<file path="src/rtl/ps2_rx_pkg.sv">
package ps2_rx_pkg;

    localparam int unsigned FRAME_DATA_BITS = 8;

    typedef enum logic [1:0] {
        ST_IDLE   = 2'd0,
        ST_DATA   = 2'd1,
        ST_PARITY = 2'd2,
        ST_STOP   = 2'd3
    } rx_state_t;

endpackage

</file>
<file path="src/rtl/ps2_sync2.sv">
module ps2_sync2 #(
    parameter int unsigned WIDTH = 2
) (
    input  logic             clk,
    input  logic             rst_n,
    input  logic [WIDTH-1:0] async_i,
    output logic [WIDTH-1:0] sync_o
);

    for (genvar g = 0; g < WIDTH; g++) begin : g_lane
        logic meta_q;
        logic stab_q;

        always_ff @(posedge clk) begin
            if (!rst_n) begin
                meta_q <= 1'b1;
                stab_q <= 1'b1;
            end else begin
                meta_q <= async_i[g];
                stab_q <= meta_q;
            end
        end

        assign sync_o[g] = stab_q;
    end

endmodule

</file>
<file path="src/rtl/ps2_glitch_filter.sv">
module ps2_glitch_filter #(
    parameter int unsigned FILT_CYCLES = 100
) (
    input  logic clk,
    input  logic rst_n,
    input  logic line_i,
    output logic level_o,
    output logic fall_o
);

    localparam int unsigned CW = (FILT_CYCLES < 2) ? 1 : $clog2(FILT_CYCLES);

    logic [CW-1:0] run_q;
    logic          level_q;
    logic          accept;

    assign accept = (line_i != level_q) && (run_q == CW'(FILT_CYCLES - 1));

    always_ff @(posedge clk) begin
        if (!rst_n) begin
            run_q   <= '0;
            level_q <= 1'b1;
            fall_o  <= 1'b0;
        end else begin
            fall_o <= 1'b0;
            if (line_i == level_q) begin
                run_q <= '0;
            end else if (accept) begin
                run_q   <= '0;
                level_q <= line_i;
                fall_o  <= level_q & ~line_i;
            end else begin
                run_q <= run_q + 1'b1;
            end
        end
    end

    assign level_o = level_q;

    // the filtered level only takes a value the synchronised line held
    p_level_follows_line_r6: assert property (@(posedge clk) disable iff (!rst_n)
        (level_q != $past(level_q)) |-> ($past(line_i) == level_q));

    // a fall pulse only follows a drop of the filtered level
    p_fall_matches_level_r6: assert property (@(posedge clk) disable iff (!rst_n)
        fall_o |-> (!level_q && $past(level_q)));

endmodule

</file>
<file path="src/rtl/ps2_frame_fsm.sv">
module ps2_frame_fsm
    import ps2_rx_pkg::*;
#(
    parameter int unsigned TIMEOUT_CYCLES = 10000
) (
    input  logic                       clk,
    input  logic                       rst_n,
    input  logic                       fall_i,
    input  logic                       dat_i,
    output logic                       valid_o,
    output logic [FRAME_DATA_BITS-1:0] byte_o,
    output logic                       err_o
);

    localparam int unsigned WW = $clog2(TIMEOUT_CYCLES + 1);
    localparam int unsigned BW = $clog2(FRAME_DATA_BITS);

    rx_state_t                  state_q, state_d;
    logic [BW-1:0]              bit_idx_q;
    logic [FRAME_DATA_BITS-1:0] shift_q;
    logic                       start_bad_q;
    logic                       ones_q;
    logic [WW-1:0]              wd_q;
    logic                       timeout;

    assign timeout = (state_q != ST_IDLE) && !fall_i
                     && (wd_q == WW'(TIMEOUT_CYCLES - 1));

    // next-state logic
    always_comb begin
        state_d = state_q;
        unique case (state_q)
            ST_IDLE: begin
                if (fall_i) state_d = ST_DATA;
            end
            ST_DATA: begin
                if (timeout) state_d = ST_IDLE;
                else if (fall_i && bit_idx_q == BW'(FRAME_DATA_BITS - 1))
                    state_d = ST_PARITY;
            end
            ST_PARITY: begin
                if (timeout) state_d = ST_IDLE;
                else if (fall_i) state_d = ST_STOP;
            end
            ST_STOP: begin
                if (timeout || fall_i) state_d = ST_IDLE;
            end
            default: state_d = ST_IDLE;
        endcase
    end

    // state register
    always_ff @(posedge clk) begin
        if (!rst_n) state_q <= ST_IDLE;
        else        state_q <= state_d;
    end

    // frame datapath and stall watchdog
    always_ff @(posedge clk) begin
        if (!rst_n) begin
            bit_idx_q   <= '0;
            shift_q     <= '0;
            start_bad_q <= 1'b0;
            ones_q      <= 1'b0;
            wd_q        <= '0;
        end else begin
            if (state_q == ST_IDLE || fall_i || timeout) wd_q <= '0;
            else                                         wd_q <= wd_q + 1'b1;

            if (fall_i) begin
                unique case (state_q)
                    ST_IDLE: begin
                        start_bad_q <= dat_i;
                        bit_idx_q   <= '0;
                        ones_q      <= 1'b0;
                    end
                    ST_DATA: begin
                        shift_q   <= {dat_i, shift_q[FRAME_DATA_BITS-1:1]};
                        ones_q    <= ones_q ^ dat_i;
                        bit_idx_q <= bit_idx_q + 1'b1;
                    end
                    ST_PARITY: ones_q <= ones_q ^ dat_i;
                    ST_STOP:   ;
                    default:   ;
                endcase
            end
        end
    end

    // output register
    always_ff @(posedge clk) begin
        if (!rst_n) begin
            valid_o <= 1'b0;
            byte_o  <= '0;
            err_o   <= 1'b0;
        end else begin
            valid_o <= 1'b0;
            if (state_q == ST_STOP && fall_i) begin
                valid_o <= 1'b1;
                byte_o  <= shift_q;
                err_o   <= start_bad_q | ~ones_q | ~dat_i;
            end
        end
    end

    // every valid pulse closes a frame that was in the stop state
    p_valid_from_stop_r2: assert property (@(posedge clk) disable iff (!rst_n)
        valid_o |-> ($past(state_q) == ST_STOP && state_q == ST_IDLE));

    // a stall inside a frame returns the machine to idle
    p_timeout_to_idle_r7: assert property (@(posedge clk) disable iff (!rst_n)
        timeout |=> (state_q == ST_IDLE && !valid_o));

    // results hold between frames
    p_result_stable_r8: assert property (@(posedge clk) disable iff (!rst_n)
        !valid_o |-> ($stable(byte_o) && $stable(err_o)));

    // the valid strobe lasts one cycle
    p_valid_single_r9: assert property (@(posedge clk) disable iff (!rst_n)
        valid_o |=> !valid_o);

endmodule

</file>
<file path="src/rtl/ps2_frame_rx.sv">
module ps2_frame_rx
    import ps2_rx_pkg::*;
#(
    parameter int unsigned FILT_CYCLES    = 100,
    parameter int unsigned TIMEOUT_CYCLES = 10000
) (
    input  logic       clk,
    input  logic       rst_n,
    input  logic       ps2_clk_i,
    input  logic       ps2_dat_i,
    output logic       rx_valid_o,
    output logic [7:0] rx_byte_o,
    output logic       rx_err_o
);

    localparam int unsigned LANES = 2;

    logic [LANES-1:0] synced;
    logic             clk_level;
    logic             clk_fall;

    ps2_sync2 #(.WIDTH(LANES)) u_sync (
        .clk     (clk),
        .rst_n   (rst_n),
        .async_i ({ps2_dat_i, ps2_clk_i}),
        .sync_o  (synced)
    );

    ps2_glitch_filter #(.FILT_CYCLES(FILT_CYCLES)) u_filt (
        .clk     (clk),
        .rst_n   (rst_n),
        .line_i  (synced[0]),
        .level_o (clk_level),
        .fall_o  (clk_fall)
    );

    ps2_frame_fsm #(.TIMEOUT_CYCLES(TIMEOUT_CYCLES)) u_fsm (
        .clk     (clk),
        .rst_n   (rst_n),
        .fall_i  (clk_fall),
        .dat_i   (synced[1]),
        .valid_o (rx_valid_o),
        .byte_o  (rx_byte_o),
        .err_o   (rx_err_o)
    );

    // a new byte is only published right after a clock-line edge was accepted
    p_valid_after_fall_r2: assert property (@(posedge clk) disable iff (!rst_n)
        rx_valid_o |-> ($past(clk_fall) && !clk_level));

endmodule

</file>
<file path="config.mk">
export PLATFORM = sky130hd
export DESIGN_NAME = ps2_frame_rx
export DESIGN_NICKNAME = d
export VERILOG_FILES = /design/src/rtl/ps2_rx_pkg.sv /design/src/rtl/ps2_sync2.sv /design/src/rtl/ps2_glitch_filter.sv /design/src/rtl/ps2_frame_fsm.sv /design/src/rtl/ps2_frame_rx.sv
export SDC_FILE = /design/constraint.sdc
export NUM_CORES = 1
export LEC_CHECK = 0
export ABC_AREA = 1
export ABC_CLOCK_PERIOD_IN_PS = 4050
export BUFFER_PORTS_ARGS = -buffer_cell sky130_fd_sc_hd__buf_4
export CAP_MARGIN = 20
export CORE_MARGIN = 3
export CORE_UTILIZATION = 60
export CTS_BUF_LIST = sky130_fd_sc_hd__clkbuf_16
export DETAILED_ROUTE_END_ITERATION = 10
export PLACE_DENSITY = 0.79
export SLEW_MARGIN = 10
export SYNTH_ARGS = -nofsm -noshare
export SYNTH_HDL_FRONTEND = slang
export SYNTH_SLANG_ARGS = --single-unit
</file>
<file path="constraint.sdc">
create_clock -name clk -period 4.05 [get_ports clk]
set_input_delay 0.2025 -clock clk [delete_from_list [all_inputs] [get_ports clk]]
set_output_delay 0.2025 -clock clk [all_outputs]
set_load 0.01 [all_outputs]
</file>
Yosys cells after proc, flatten, opt, wreduce, memory -nomap -nowiden --
Cells that the tools add are included.
Word-level totals: flip-flop bits (word level) 52, input port bits 4
Operators by class: add/subtract/negate cells 3, equality and inequality tests 12, muxes and demuxes 10, bitwise logic cells 10, reductions and logical operators 23
Operators with widths (number):
- $add A14 B1 Y14 const B | 1
- $eq A14 B14 Y1 const B | 1
- $mux W2 | 6
- $reduce_and A2 Y1 | 5
- $pmux W2 S4 | 1
- $add A7 B1 Y7 const B | 1
- $eq A7 B7 Y1 const B | 1
- $not A1 Y1 | 6
- $pmux W3 S2 | 1
- $reduce_bool A2 Y1 | 3
- $reduce_or A3 Y1 | 2
- $logic_and A1 B1 Y1 | 5
- $eq A2 B2 Y1 const B | 2
- $reduce_and A4 Y1 | 1
- $reduce_or A2 Y1 | 2
- $add A3 B1 Y3 const B | 1
- $eq A3 B3 Y1 const B | 1
- $logic_or A1 B1 Y1 | 3
- $ne A3 B1 Y1 const B | 1
- $ne A3 B2 Y1 const B | 1
- $eq A2 B1 Y1 const B | 1
- $logic_not A2 Y1 | 1
- $ne A2 B1 Y1 const B | 1
- $ne A2 B2 Y1 const B | 1
- other kinds (8) | 9

Depth between registers and ports, before layout --
Gate-level depths: netlist of run 1.
word-level depth 6, mapped depth 10, mapped depth without buffers 10

Modules after synthesis --
A second synthesis of run 1 with hierarchy kept.
Second synthesis, totals: cells, all modules 309, area total of the unflattened synthesis 2323.5 µm²
Modules (own cells, without submodules):
- ps2_frame_fsm | instances 1, cells an instance 236, area an instance 1751.7 µm²
- ps2_glitch_filter | instances 1, cells an instance 59, area an instance 446.7 µm²
- ps2_sync2 | instances 1, cells an instance 14, area an instance 125.1 µm²

Least setup slack after synthesis of run 1 --
OpenSTA, ideal clock, no wires.
path type register -> register, start point reg u_fsm.state_q[0], end point reg u_fsm.state_q[1], arrival time 1.321 ns, required time 3.935 ns, slack 2.614 ns, cell stages (with the launch flop) 9, path buffers 0, period minus slack after synthesis 1.436 ns, cells stage by stage dfxtp_1 -> inv_1 -> ha_1 -> nor2_1 -> nand3_2 -> a21oi_1 -> nand3_1 -> nand2_1 -> nor2_1
Between the ends: cells in the longest elaborated chain, start to end 6
RTL lines:
- from (decl) | RTL line ps2_frame_fsm.sv:18 | rx_state_t state_q, state_d;
- from (signal assigned) | RTL line ps2_frame_fsm.sv:55 | else state_q <= state_d;
- $reduce_bool A2 Y1 | RTL line ps2_frame_fsm.sv:26 | assign timeout = (state_q != ST_IDLE) && !fall_i
- $logic_and A1 B1 Y1 | RTL line ps2_frame_fsm.sv:26
- $logic_and A1 B1 Y1 | RTL line ps2_frame_fsm.sv:27 | && (wd_q == WW'(TIMEOUT_CYCLES - 1));
- $logic_or A1 B1 Y1 | RTL line ps2_frame_fsm.sv:46 | if (timeout || fall_i) state_d = ST_IDLE;
- $ne A2 B1 Y1 (no source line)
- $reduce_and A4 Y1 (no source line)
Parallel ways exist; a longest one is shown, timed or not. A chain may end at the register's enable or synchronous reset.

Final worst setup path of run 1 --
start point reg u_fsm.state_q[1], end point reg u_fsm.wd_q[7]
Between the ends: cells in the longest elaborated chain, start to end 5
RTL lines:
- $reduce_bool A2 Y1 | RTL line ps2_frame_fsm.sv:26
- $logic_and A1 B1 Y1 | RTL line ps2_frame_fsm.sv:26
- $logic_and A1 B1 Y1 | RTL line ps2_frame_fsm.sv:27
- $logic_or A1 B1 Y1 (*) | RTL line ps2_frame_fsm.sv:67 | if (state_q == ST_IDLE || fall_i || timeout) wd_q <= '0;
- $reduce_or A2 Y1 (no source line) (*)
- to (signal assigned) | RTL line ps2_frame_fsm.sv:68 | else wd_q <= wd_q + 1'b1;
- to (decl) | RTL line ps2_frame_fsm.sv:23 | logic [WW-1:0] wd_q;
Mark *: on every way between the ends. The rest lies on a longest branch, timed or not.

==> metrics.txt, run 1 <==
Synth-to-Final Area Change 12.31%; WL final about 3700 um; Crit Path Max Fanout 14; Finished Layout Cells between 300 and 400; initial drt markers 85; final antenna-violating net count 0; clk_skew 0.007102 ns; Data arrival, critical path approximately 1.9 ns; Hold Fails Final Rpt 0; worst skew pair latency 0.29 ns; CTS root buf clkbuf_16; fin crit period between 1.5 and 2 ns; Core Util, Final between 70% and 80%; grt total ovfl 0; IO Pins 14; antenna violations before repair 0; top-area cell type share of the netlist area between 40% and 50%; CP Class reg2reg; Vias/cell roughly 5.2; status completed; fmax around 600 MHz; Pleak approximately 0.95 nW; Hold WS between 0.1 and 0.15 ns; Min-Delay Path Class in2reg; top cells by area, synth dfxtp_1 (47%), nor2_1 (11%), nand2_1 (6.3%); setup slack after placement about 2.4 ns; vias in the first global route 1648; #FFs+latches synth 52; Least-Margin Pin Slew between 0.3 and 0.4 ns; post-synth cell types 30; CORE AREA about 3400 um2; Area after DPL between 2000 and 2500 um2; number of synthesized flops with an enable pin 0; CTS H-tree lvls 2; CP Launch Type flop; post_cts resized 0; Diodes inserted 0; 1st-pass router iterations 6; largest area contributor in the netlist dfxtp_1; final setup TNS 0 ns; RSZ-0062 raised after global routing no; R2R Setup Slk ~2.4 ns; first-pass GRT wire length approximately 6700 um; # DRC 0; detailed-route via count 1790; post-route cell area ~2500 um2; gate count of the mapped netlist roughly 290; mean area per synthesized cell just under 8 um2; CTS tree yes; IO Port Bufs 13; clock slew at reported path FFs around 0.06 ns; Post-DP HPWL 2672 um; fin nets approximately 310; Clock Path Buffers 2; Post-Synthesis Cell Area between 2000 and 2500 um2; Die H about 67 um; sequential area share after synthesis 46.98%; die area around 4500 um2; Worst setup endpoint u_fsm.wd_q[7]$_SDFF_PP0_; Post-CTS Hold Buffers 0; final setup fails 0; Slew HR between 70% and 80%; Reg2Reg Depth 6; Critical Path RT between 4 and 5 ns; Global Route Usage Sum between 10% and 20%; Synth warnings 0; layout cell share with drive strength beyond 1 12.29%; fin. max-slew vios 0; Setup crit end kind flop; fillers between 200 and 300; DR WL/cell approximately 11 um; largest net degree at the start of global routing 26; # Post-CTS Setup Buffers 0; worst setup margin 2.389 ns; crit path launch u_fsm.state_q[1]$_SDFFE_PN0P_; async set or reset register ratio after synthesis 0%; Synth Flop Type dfxtp_1; r2r endpoint u_fsm.wd_q[7]$_SDFF_PP0_; clock sink count 52; cell row count 21; R2R Path Start u_fsm.state_q[1]$_SDFFE_PN0P_; Inst Count DP between 300 and 400; RePlAce Congestion around 0.84; total power 0.9423 mW; total CTS buffers 5; pwr dens between 300 and 400 nW/um2; maximum vdd drop 0.0002601 V; initial cell density of the core 64.38%; Die X 66.77 um; period utilisation layout about two fifths; MaxCap Viol Count 0; post-synthesis net count between 300 and 400
==> synthesized netlist by cell type, types with 3 or more instances <==
cell type / n
o21ai_0: 20
nand3_2: 4
nand4_1: 4
nor2_1: 64
xnor2_1: 3
dfxtp_1: 52
nor3b_1: 3
nor2_2: 3
nand3_1: 11
ha_1: 10
inv_1: 27
a21oi_1: 15
or2_2: 6
nand2_1: 37
clkbuf_1: 3
nor3_1: 9
==> per-layer routing <==
layer	vias to the layer above	wire, um	global-route usage (%)
li1	951	-	-
met1	802	1797	23.85
met2	30	1719	32.80
met3	7	155	4.216
met4	0	52	8.883
met5	-	0	0
==> area by class of cell <==
type,count,area (um2),share of cell area (%)
inverters,28,105.1,4.223
clock buffers,5,125.1,5.028
repair buffers,13,97.59,3.922
clock inverters,3,26.28,1.056
well taps,46,57.56,2.313
flip-flops and latches,52,1041,41.83
multi-input cells,200,1036,41.63
==> cells by family after synthesis <==
group                      after synthesis  share of synthesized area [%]
buffers and inverters                   35                          6.268
xor gates and xnor gates                 5                          1.977
and+or+nand+nor                        144                          29.25
adders and majority gates               10                          5.647
DFF                                     52                          46.98
AOI/OAI and AO/OA                       41                          9.882
==> critical path, cell delays in order (launching register included) <==
cell and delay, ns:
dfxtp_1 0.41, inv_1 0.09, ha_1 0.22, nor2_1 0.21, nand3_2 0.29, o21bai_1 0.26
a21oi_1 0.11
==> sequential cells by signal, indices dropped and copies added (netlist names), 2 cells and up <==
name and count:
u_sync.g_lane.meta_q 2, u_sync.g_lane.stab_q 2, u_filt.run_q 7, u_fsm.bit_idx_q 3
u_fsm.shift_q 8, u_fsm.state_q 2, u_fsm.byte_o 8, u_fsm.wd_q 14
==> power breakdown <==
group	switching, mW	internal [mW]
sequential	0.000982	0.513
clock	0.181	0.233
combinational	0.00870	0.00552
==> how the worst min path moves through the flow <==
stage,to,cells after the start,slack [ns],start
2_1_floorplan,u_sync.g_lane[0].meta_q$_SDFF_PN1_,1,0.31,ps2_clk_i
5_1_grt,u_sync.g_lane[1].meta_q$_SDFF_PN1_,2,0.1,ps2_dat_i
3_3_place_gp,u_sync.g_lane[1].meta_q$_SDFF_PN1_,2,0.39,ps2_dat_i
4_1_cts,u_sync.g_lane[1].meta_q$_SDFF_PN1_,2,0.10,ps2_dat_i
3_5_place_dp,u_sync.g_lane[1].meta_q$_SDFF_PN1_,2,0.39,ps2_dat_i
6_report,u_sync.g_lane[1].meta_q$_SDFF_PN1_,2,0.10,ps2_dat_i
==> layout by cell type (no fill, tap or decap), types with 2 or more instances in the layout <==
cell,instances
or2_2,6
nand2_1,37
dfxtp_1,52
nand3_1,11
xor2_1,2
nor2_1,64
nor3_1,9
nand4_1,4
clkbuf_16,5
nand3_2,4
inv_1,27
o21ai_0,20
clkinv_4,2
buf_4,13
nor2_2,3
a21oi_1,15
xnor2_1,3
ha_1,10
nor3b_1,3
No activity file was read; power rests on OpenSTA's default activity.
==> run 2, diff against run 1 <==
- ABC_AREA: 1 -> 0
- ABC_CLOCK_PERIOD_IN_PS: 4050 -> 1500
- CORE_UTILIZATION: 60 -> 53
- PLACE_DENSITY: 0.79 -> 0.74
- clock period: 4.05 -> 1.5 ns (I/O delays scaled with it)
==> metrics.txt, run 2 <==
largest area contributor in the netlist dfxtp_1 (unchanged); worst skew pair latency 0.29 ns (about the same); RePlAce Congestion 0.8122 (was 0.8406); Synth-to-Final Area Change 21.04% (was 12.31%); Clock Path Buffers 2 (unchanged); 1st-pass router iterations 4 (was 6); #FFs+latches synth 52 (unchanged); maximum vdd drop 0.0006292 V (was 0.0002601 V); antenna violations before repair 0 (unchanged); Critical Path RT 1.67 ns (was 4.26 ns); fillers 317 (was 294); Post-DP HPWL 2565 um (was 2672 um); grt total ovfl 0 (unchanged); Hold WS 0.2441 ns (was 0.1027 ns); Hold Fails Final Rpt 0 (unchanged); CP Launch Type flop (unchanged); Inst Count DP 317 (was 339); detailed-route via count 1632 (was 1790); Vias/cell 4.991 (was 5.159); Finished Layout Cells 327 (was 347); post-synthesis net count 258 (was 301); main combinational cell family by area after synthesis simple AND/OR/NAND/NOR gates (unchanged); Max stage delay on crit path 0.52 ns (was 0.41 ns); Pleak 0.9730 nW (was 0.9539 nW); Global Route Usage Sum 15.99% (was 19.59%); IO Pins 14 (unchanged); mean area per synthesized cell 8.871 um2 (was 7.721 um2); Largest regs u_fsm.wd_q x14, u_fsm.byte_o x8, u_fsm.shift_q x8 (unchanged); IO Port Bufs 13 (unchanged); post-route cell area 2620 um2 (was 2489 um2); initial drt markers 71 (was 85); post-synth cell types 32 (was 30); commonest cells after routing, fill and taps aside dfxtp_1 (50), nand2_1 (45), buf_4 (34), nor2_1 (28), a21boi_0 (17) (was nor2_1 (64), dfxtp_1 (52), nand2_1 (37), inv_1 (27), o21ai_0 (20)); Crit Path Max Fanout 14 (unchanged); top cells by area, synth dfxtp_1 (48%), nand2_1 (7.8%), a21boi_0 (5.9%) (was dfxtp_1 (47%), nor2_1 (11%), nand2_1 (6.3%)); fin crit period 1.623 ns (was 1.661 ns); Least-Margin Pin Slew 0.3773 ns (was 0.3144 ns); vias in the first global route 1511 (was 1648); most common cell after layout, fill and taps aside dfxtp_1 (was nor2_1); adder-cell share of the synthesized area 5.780% (was 5.647%); setup slack after placement -0.1232 ns (was 2.387 ns); cell row count 22 (was 21); Die H 69.91 um (was 66.77 um); Data arrival, critical path 1.80 ns (was 1.88 ns); final setup fails 16 (was 0); worst setup margin -0.1231 ns (was 2.389 ns); CTS root buf clkbuf_16 (unchanged); final antenna-violating net count 0 (unchanged); Die X 69.91 um (was 66.77 um); CTS tree yes (unchanged); die area 4887 um2 (was 4458 um2); fin. max-slew vios 0 (unchanged); CTS H-tree lvls 2 (unchanged); WL final 3605 um (was 3724 um); Synth Flop Type dfxtp_1 (unchanged); commonest cells in the netlist dfxtp_1 (52), nand2_1 (45), nor2_1 (28) (was nor2_1 (64), dfxtp_1 (52), nand2_1 (37)); total CTS buffers 5 (unchanged); first-pass GRT wire length 6368 um (was 6748 um); fmax 616.1 MHz (was 602.0 MHz); period utilisation layout 108.2% (was 41.02%); failing checks setup timing; clock slew at reported path FFs 0.06 ns (about the same); Synth Area in Compound Gates 8.902% (was 9.881%); mux cell area share after synthesis 0.9249% (was 0%); pwr dens 949.9 nW/um2 (was 378.6 nW/um2); Min-Delay Path Class in2reg (unchanged); DR WL/cell 11.02 um (was 10.73 um); simple-gate area share of the yosys netlist 26.30% (was 29.25%); Diodes inserted 0 (unchanged); top-area cell type share of the netlist area 48.09% (was 46.98%); Crit-path slowest cell or4b_1 (was dfxtp_1); Post-Synthesis Cell Area 2165 um2 (was 2216 um2); Area after DPL 2454 um2 (was 2337 um2); clock sink count 52 (unchanged); most frequent cell after synthesis dfxtp_1 (was nor2_1); # DRC 0 (unchanged); largest net degree at the start of global routing 34 (was 26); status complete, but fails checks (was completed); XOR/XNOR Fraction of Synth Area 6.879% (was 1.976%); MaxCap Viol Count 0 (unchanged); cells along the critical path or4b_1, or4_4, nand3_4, nor2_1 (was inv_1, ha_1, nor2_1, nand3_2, o21bai_1, a21oi_1); initial cell density of the core 56.98% (was 64.38%); Setup crit end kind flop (unchanged); Slew HR 74.81% (was 79.01%); gate count of the mapped netlist 244 (was 287); RSZ-0062 raised after global routing yes (was no); layout cell share with drive strength beyond 1 16.85% (was 12.29%); CORE AREA 3799 um2 (was 3442 um2); clk_skew 0.004767 ns (was 0.007102 ns); fin nets 292 (was 314); async set or reset register ratio after synthesis 0% (unchanged); Core Util, Final 68.97% (was 72.30%); CP Class reg2reg (unchanged); register name with the most flops u_fsm.wd_q (unchanged); max reg flops 14 (unchanged); sequential area share after synthesis 48.09% (was 46.98%); Synth warnings 0 (unchanged); number of synthesized flops with an enable pin 0 (unchanged)
==> run 2: cell types whose count changed after synthesis, sizes merged, moves of 4 or more <==
cell,delta
a21boi,+16
a21oi,-15
and2,+4
clkbuf,+4
inv,-20
nand2,+7
nand2b,+6
nand3,-6
nor2,-39
o21ai,-17
or2,-6
xnor2,+10
==> run 2: worst max-delay path: cells and delay by family (launching register included) <==
kind             cells  cell delay [ns]
AND/OR/NAND/NOR      4             1.21
flip-flops           1             0.31
==> run 2: what timing repair did <==
| item | in CTS | in global routing |
|---|---|---|
| hold endpoints to repair | 2 | 0 |
| hold buffers | 2 | 0 |
| setup endpoints to repair | 17 | 25 |
| gates resized for setup | 2 | 2 |
| pin swaps | 1 | 0 |
| setup buffers | 0 | 0 |
==> run 2: path summary, 6_finish.rpt <==
path / from / to / slack (ns) / cells past startpoint
max: u_fsm.wd_q[12]$_SDFF_PP0_ / u_fsm.wd_q[4]$_SDFF_PP0_ / -0.12 / 4
min reg2reg: u_sync.g_lane[1].meta_q$_SDFF_PN1_ / u_sync.g_lane[1].stab_q$_SDFF_PN1_ / 0.41 / 1
min: rst_n / u_filt.level_o$_SDFFE_PN1P_ / 0.24 / 3
max reg2reg: u_fsm.wd_q[12]$_SDFF_PP0_ / u_fsm.wd_q[4]$_SDFF_PP0_ / -0.12 / 4
==> run 2: final cells by class <==
cell class	instances	area, um2	share of cell area [%]
clock inverter	3	11.26	0.4298
tap	48	60.06	2.292
multi-input combinational	176	1079	41.17
inverter	7	26.28	1.003
timing repair buffer	36	275.3	10.51
clock buffer	5	125.1	4.776
sequential	52	1044	39.83
==> run 2: metal layers <==
metal / track usage (%) / vias to the layer above / wire length, um
li1: - / 874 / -
met1: 19.51 / 733 / 1756
met2: 26.86 / 19 / 1659
met3: 4.892 / 6 / 137
met4: 5.106 / 0 / 53
met5: 0 / - / 0
==> run 2: cell families (layout without fill, tap and decap cells) <==
kind of cell	count (synthesis)	count (layout)
AOI/OAI and AO/OA	27	27
adders and majority gates	10	10
xor gates and xnor gates	17	17
buffers and inverters	16	51
and+or+nand+nor	120	120
DFF	52	52
muxes	2	2
==> run 2: metrics by stage <==
step / power, mW / TNS (ns)
final: 2.489 / -1.815
after global routing: 2.562 / -2.641
after CTS: 2.523 / -1.938
after detailed placement: 1.455 / -1.770
after global placement: 1.455 / -1.229
after floorplan: 1.441 / -1.422
==> run 2: power breakdown <==
| group | leakage, nW | internal [mW] | switching, mW |
|---|---|---|---|
| clock network | 0.0738 | 0.600 | 0.460 |
| registers | 0.421 | 1.39 | 0.00325 |
| logic | 0.478 | 0.0218 | 0.0173 |
| total | 0.973 | 2.01 | 0.480 |
==> run 3, diff against run 2 <==
- CELL_PAD_IN_SITES_DETAIL_PLACEMENT: not set -> 0
- CELL_PAD_IN_SITES_GLOBAL_PLACEMENT: not set -> 1
- CORE_UTILIZATION: 53 -> 41
- PLACE_DENSITY: 0.74 -> not set
- PLACE_DENSITY_LB_ADDON: not set -> 0.1
==> metrics.txt, run 3 (synthesis results as in run 2) <==
1st-pass router iterations 4 (unchanged); Slew HR 77.71% (was 74.81%); CP Class reg2reg (unchanged); final setup fails 16 (unchanged); Clock Path Buffers 2 (unchanged); Synth-to-Final Area Change 24.22% (was 21.04%); IO Pins 14 (unchanged); DR WL/cell 10.76 um (was 11.02 um); worst skew pair latency 0.28 ns (was 0.29 ns); clock slew at reported path FFs 0.06 ns (about the same); RePlAce Congestion 0.7478 (was 0.8122); CORE AREA 4911 um2 (was 3799 um2); antenna violations before repair 0 (unchanged); Diodes inserted 0 (unchanged); clock sink count 52 (unchanged); final antenna-violating net count 0 (unchanged); pwr dens 996.4 nW/um2 (was 949.9 nW/um2); initial drt markers 94 (was 71); status complete, but fails checks (unchanged); Die X 78.66 um (was 69.91 um); # DRC 0 (unchanged); fillers 459 (was 317); Largest regs u_fsm.wd_q x14, u_fsm.byte_o x8, u_fsm.shift_q x8 (unchanged); Least-Margin Pin Slew 0.3314 ns (was 0.3773 ns); Vias/cell 4.693 (was 4.991); Post-DP HPWL 2648 um (was 2565 um); CTS root buf clkbuf_16 (unchanged); post-route cell area 2689 um2 (was 2620 um2); Hold WS 0.01540 ns (was 0.2441 ns); Setup crit end kind flop (unchanged); setup slack after placement -0.1273 ns (was -0.1232 ns); Crit Path Max Fanout 14 (unchanged); detailed-route via count 1633 (was 1632); register name with the most flops u_fsm.wd_q (unchanged); total CTS buffers 5 (unchanged); Min-Delay Path Class in2reg (unchanged); Critical Path RT 1.67 ns (about the same); Hold Crit Start rst_n (unchanged); Die H 78.66 um (was 69.91 um); period utilisation layout 108.6% (was 108.2%); clk_skew 0.005033 ns (was 0.004767 ns); Hold Fails Final Rpt 0 (unchanged); largest net degree at the start of global routing 28 (was 34); CTS H-tree lvls 2 (unchanged); initial cell density of the core 44.08% (was 56.98%); Global Route Usage Sum 13.83% (was 15.99%); CTS tree yes (unchanged); failing checks setup timing (unchanged); worst setup margin -0.1295 ns (was -0.1231 ns); die area 6187 um2 (was 4887 um2); fmax 613.7 MHz (was 616.1 MHz); cell row count 25 (was 22); first-pass GRT wire length 6865 um (was 6368 um); max reg flops 14 (unchanged); most common cell after layout, fill and taps aside dfxtp_1 (unchanged); WL final 3743 um (was 3605 um); fin nets 294 (was 292); Data arrival, critical path 1.80 ns (about the same); layout cell share with drive strength beyond 1 18.51% (was 16.85%); Pleak 0.9836 nW (was 0.9730 nW); vias in the first global route 1588 (was 1511); fin crit period 1.629 ns (was 1.623 ns); RSZ-0062 raised after global routing yes (unchanged); R2R Path Start u_fsm.wd_q[12]$_SDFF_PP0_ (unchanged); CP Launch Type flop (unchanged); IO Port Bufs 13 (unchanged); Inst Count DP 338 (was 317); Core Util, Final 54.75% (was 68.97%); MaxCap Viol Count 0 (unchanged); fin. max-slew vios 0 (unchanged); Finished Layout Cells 348 (was 327); commonest cells after routing, fill and taps aside dfxtp_1 (50), nand2_1 (45), buf_4 (36), nor2_1 (27), a21boi_0 (17) (was dfxtp_1 (50), nand2_1 (45), buf_4 (34), nor2_1 (28), a21boi_0 (17)); Area after DPL 2492 um2 (was 2454 um2); maximum vdd drop 0.0005660 V (was 0.0006292 V); crit path launch u_fsm.wd_q[12]$_SDFF_PP0_ (unchanged); grt total ovfl 0 (unchanged)
## run 3: power by group
group	switching (mW)	internal, mW
combinational	0.0178	0.0218
clock	0.475	0.776
sequential	0.00335	1.39
total	0.496	2.18
## run 3: final timing paths
check / depth (start not counted) / slack (ns) / endpoint
worst min-delay path: 2 / 0.02 / u_filt.level_o$_SDFFE_PN1P_
worst max register to register: 4 / -0.13 / u_fsm.wd_q[4]$_SDFF_PP0_
worst max-delay path: 4 / -0.13 / u_fsm.wd_q[4]$_SDFF_PP0_
worst min register to register: 1 / 0.41 / u_sync.g_lane[1].stab_q$_SDFF_PN1_
## run 3: critical path, stage by stage (launching register included)
cell and delay, ns:
dfxtp_1 0.31, or4b_1 0.51, or4_4 0.45, nand3_4 0.17
nor2_1 0.08
## run 3: routing by layer
metal	up-vias	part of all wire, %	track usage (%)
met5	-	0	0
met4	0	1.7	5.769
met3	6	2.8	3.440
met2	21	45	23.34
met1	723	50	16.67
li1	883	-	-
## run 3: area by class of cell
| cell class | count | area, um2 | area share [%] |
|---|---|---|---|
| multi-input combinational | 176 | 1082 | 40.25 |
| sequential | 52 | 1044 | 38.81 |
| timing repair buffer | 38 | 290.3 | 10.80 |
| clock buffer | 5 | 125.1 | 4.653 |
| tap | 67 | 83.83 | 3.118 |
| clock inverter | 3 | 37.54 | 1.396 |
| inverter | 7 | 26.28 | 0.9772 |
## run 3: per-stage QoR
step / TNS [ns] / power, mW
6_report: -1.720 / 2.679
5_1_grt: -2.968 / 2.767
4_1_cts: -1.983 / 2.720
3_5_place_dp: -1.806 / 1.456
3_3_place_gp: -1.440 / 1.456
2_1_floorplan: -1.422 / 1.441
## run 3: what timing repair did
| item | in CTS | in global routing |
|---|---|---|
| hold buffers | 2 | 0 |
| hold endpoints to repair | 2 | 0 |
| setup buffers | 0 | 0 |
| gates resized for setup | 0 | 6 |
| endpoints found under the setup margin | 16 | 31 |
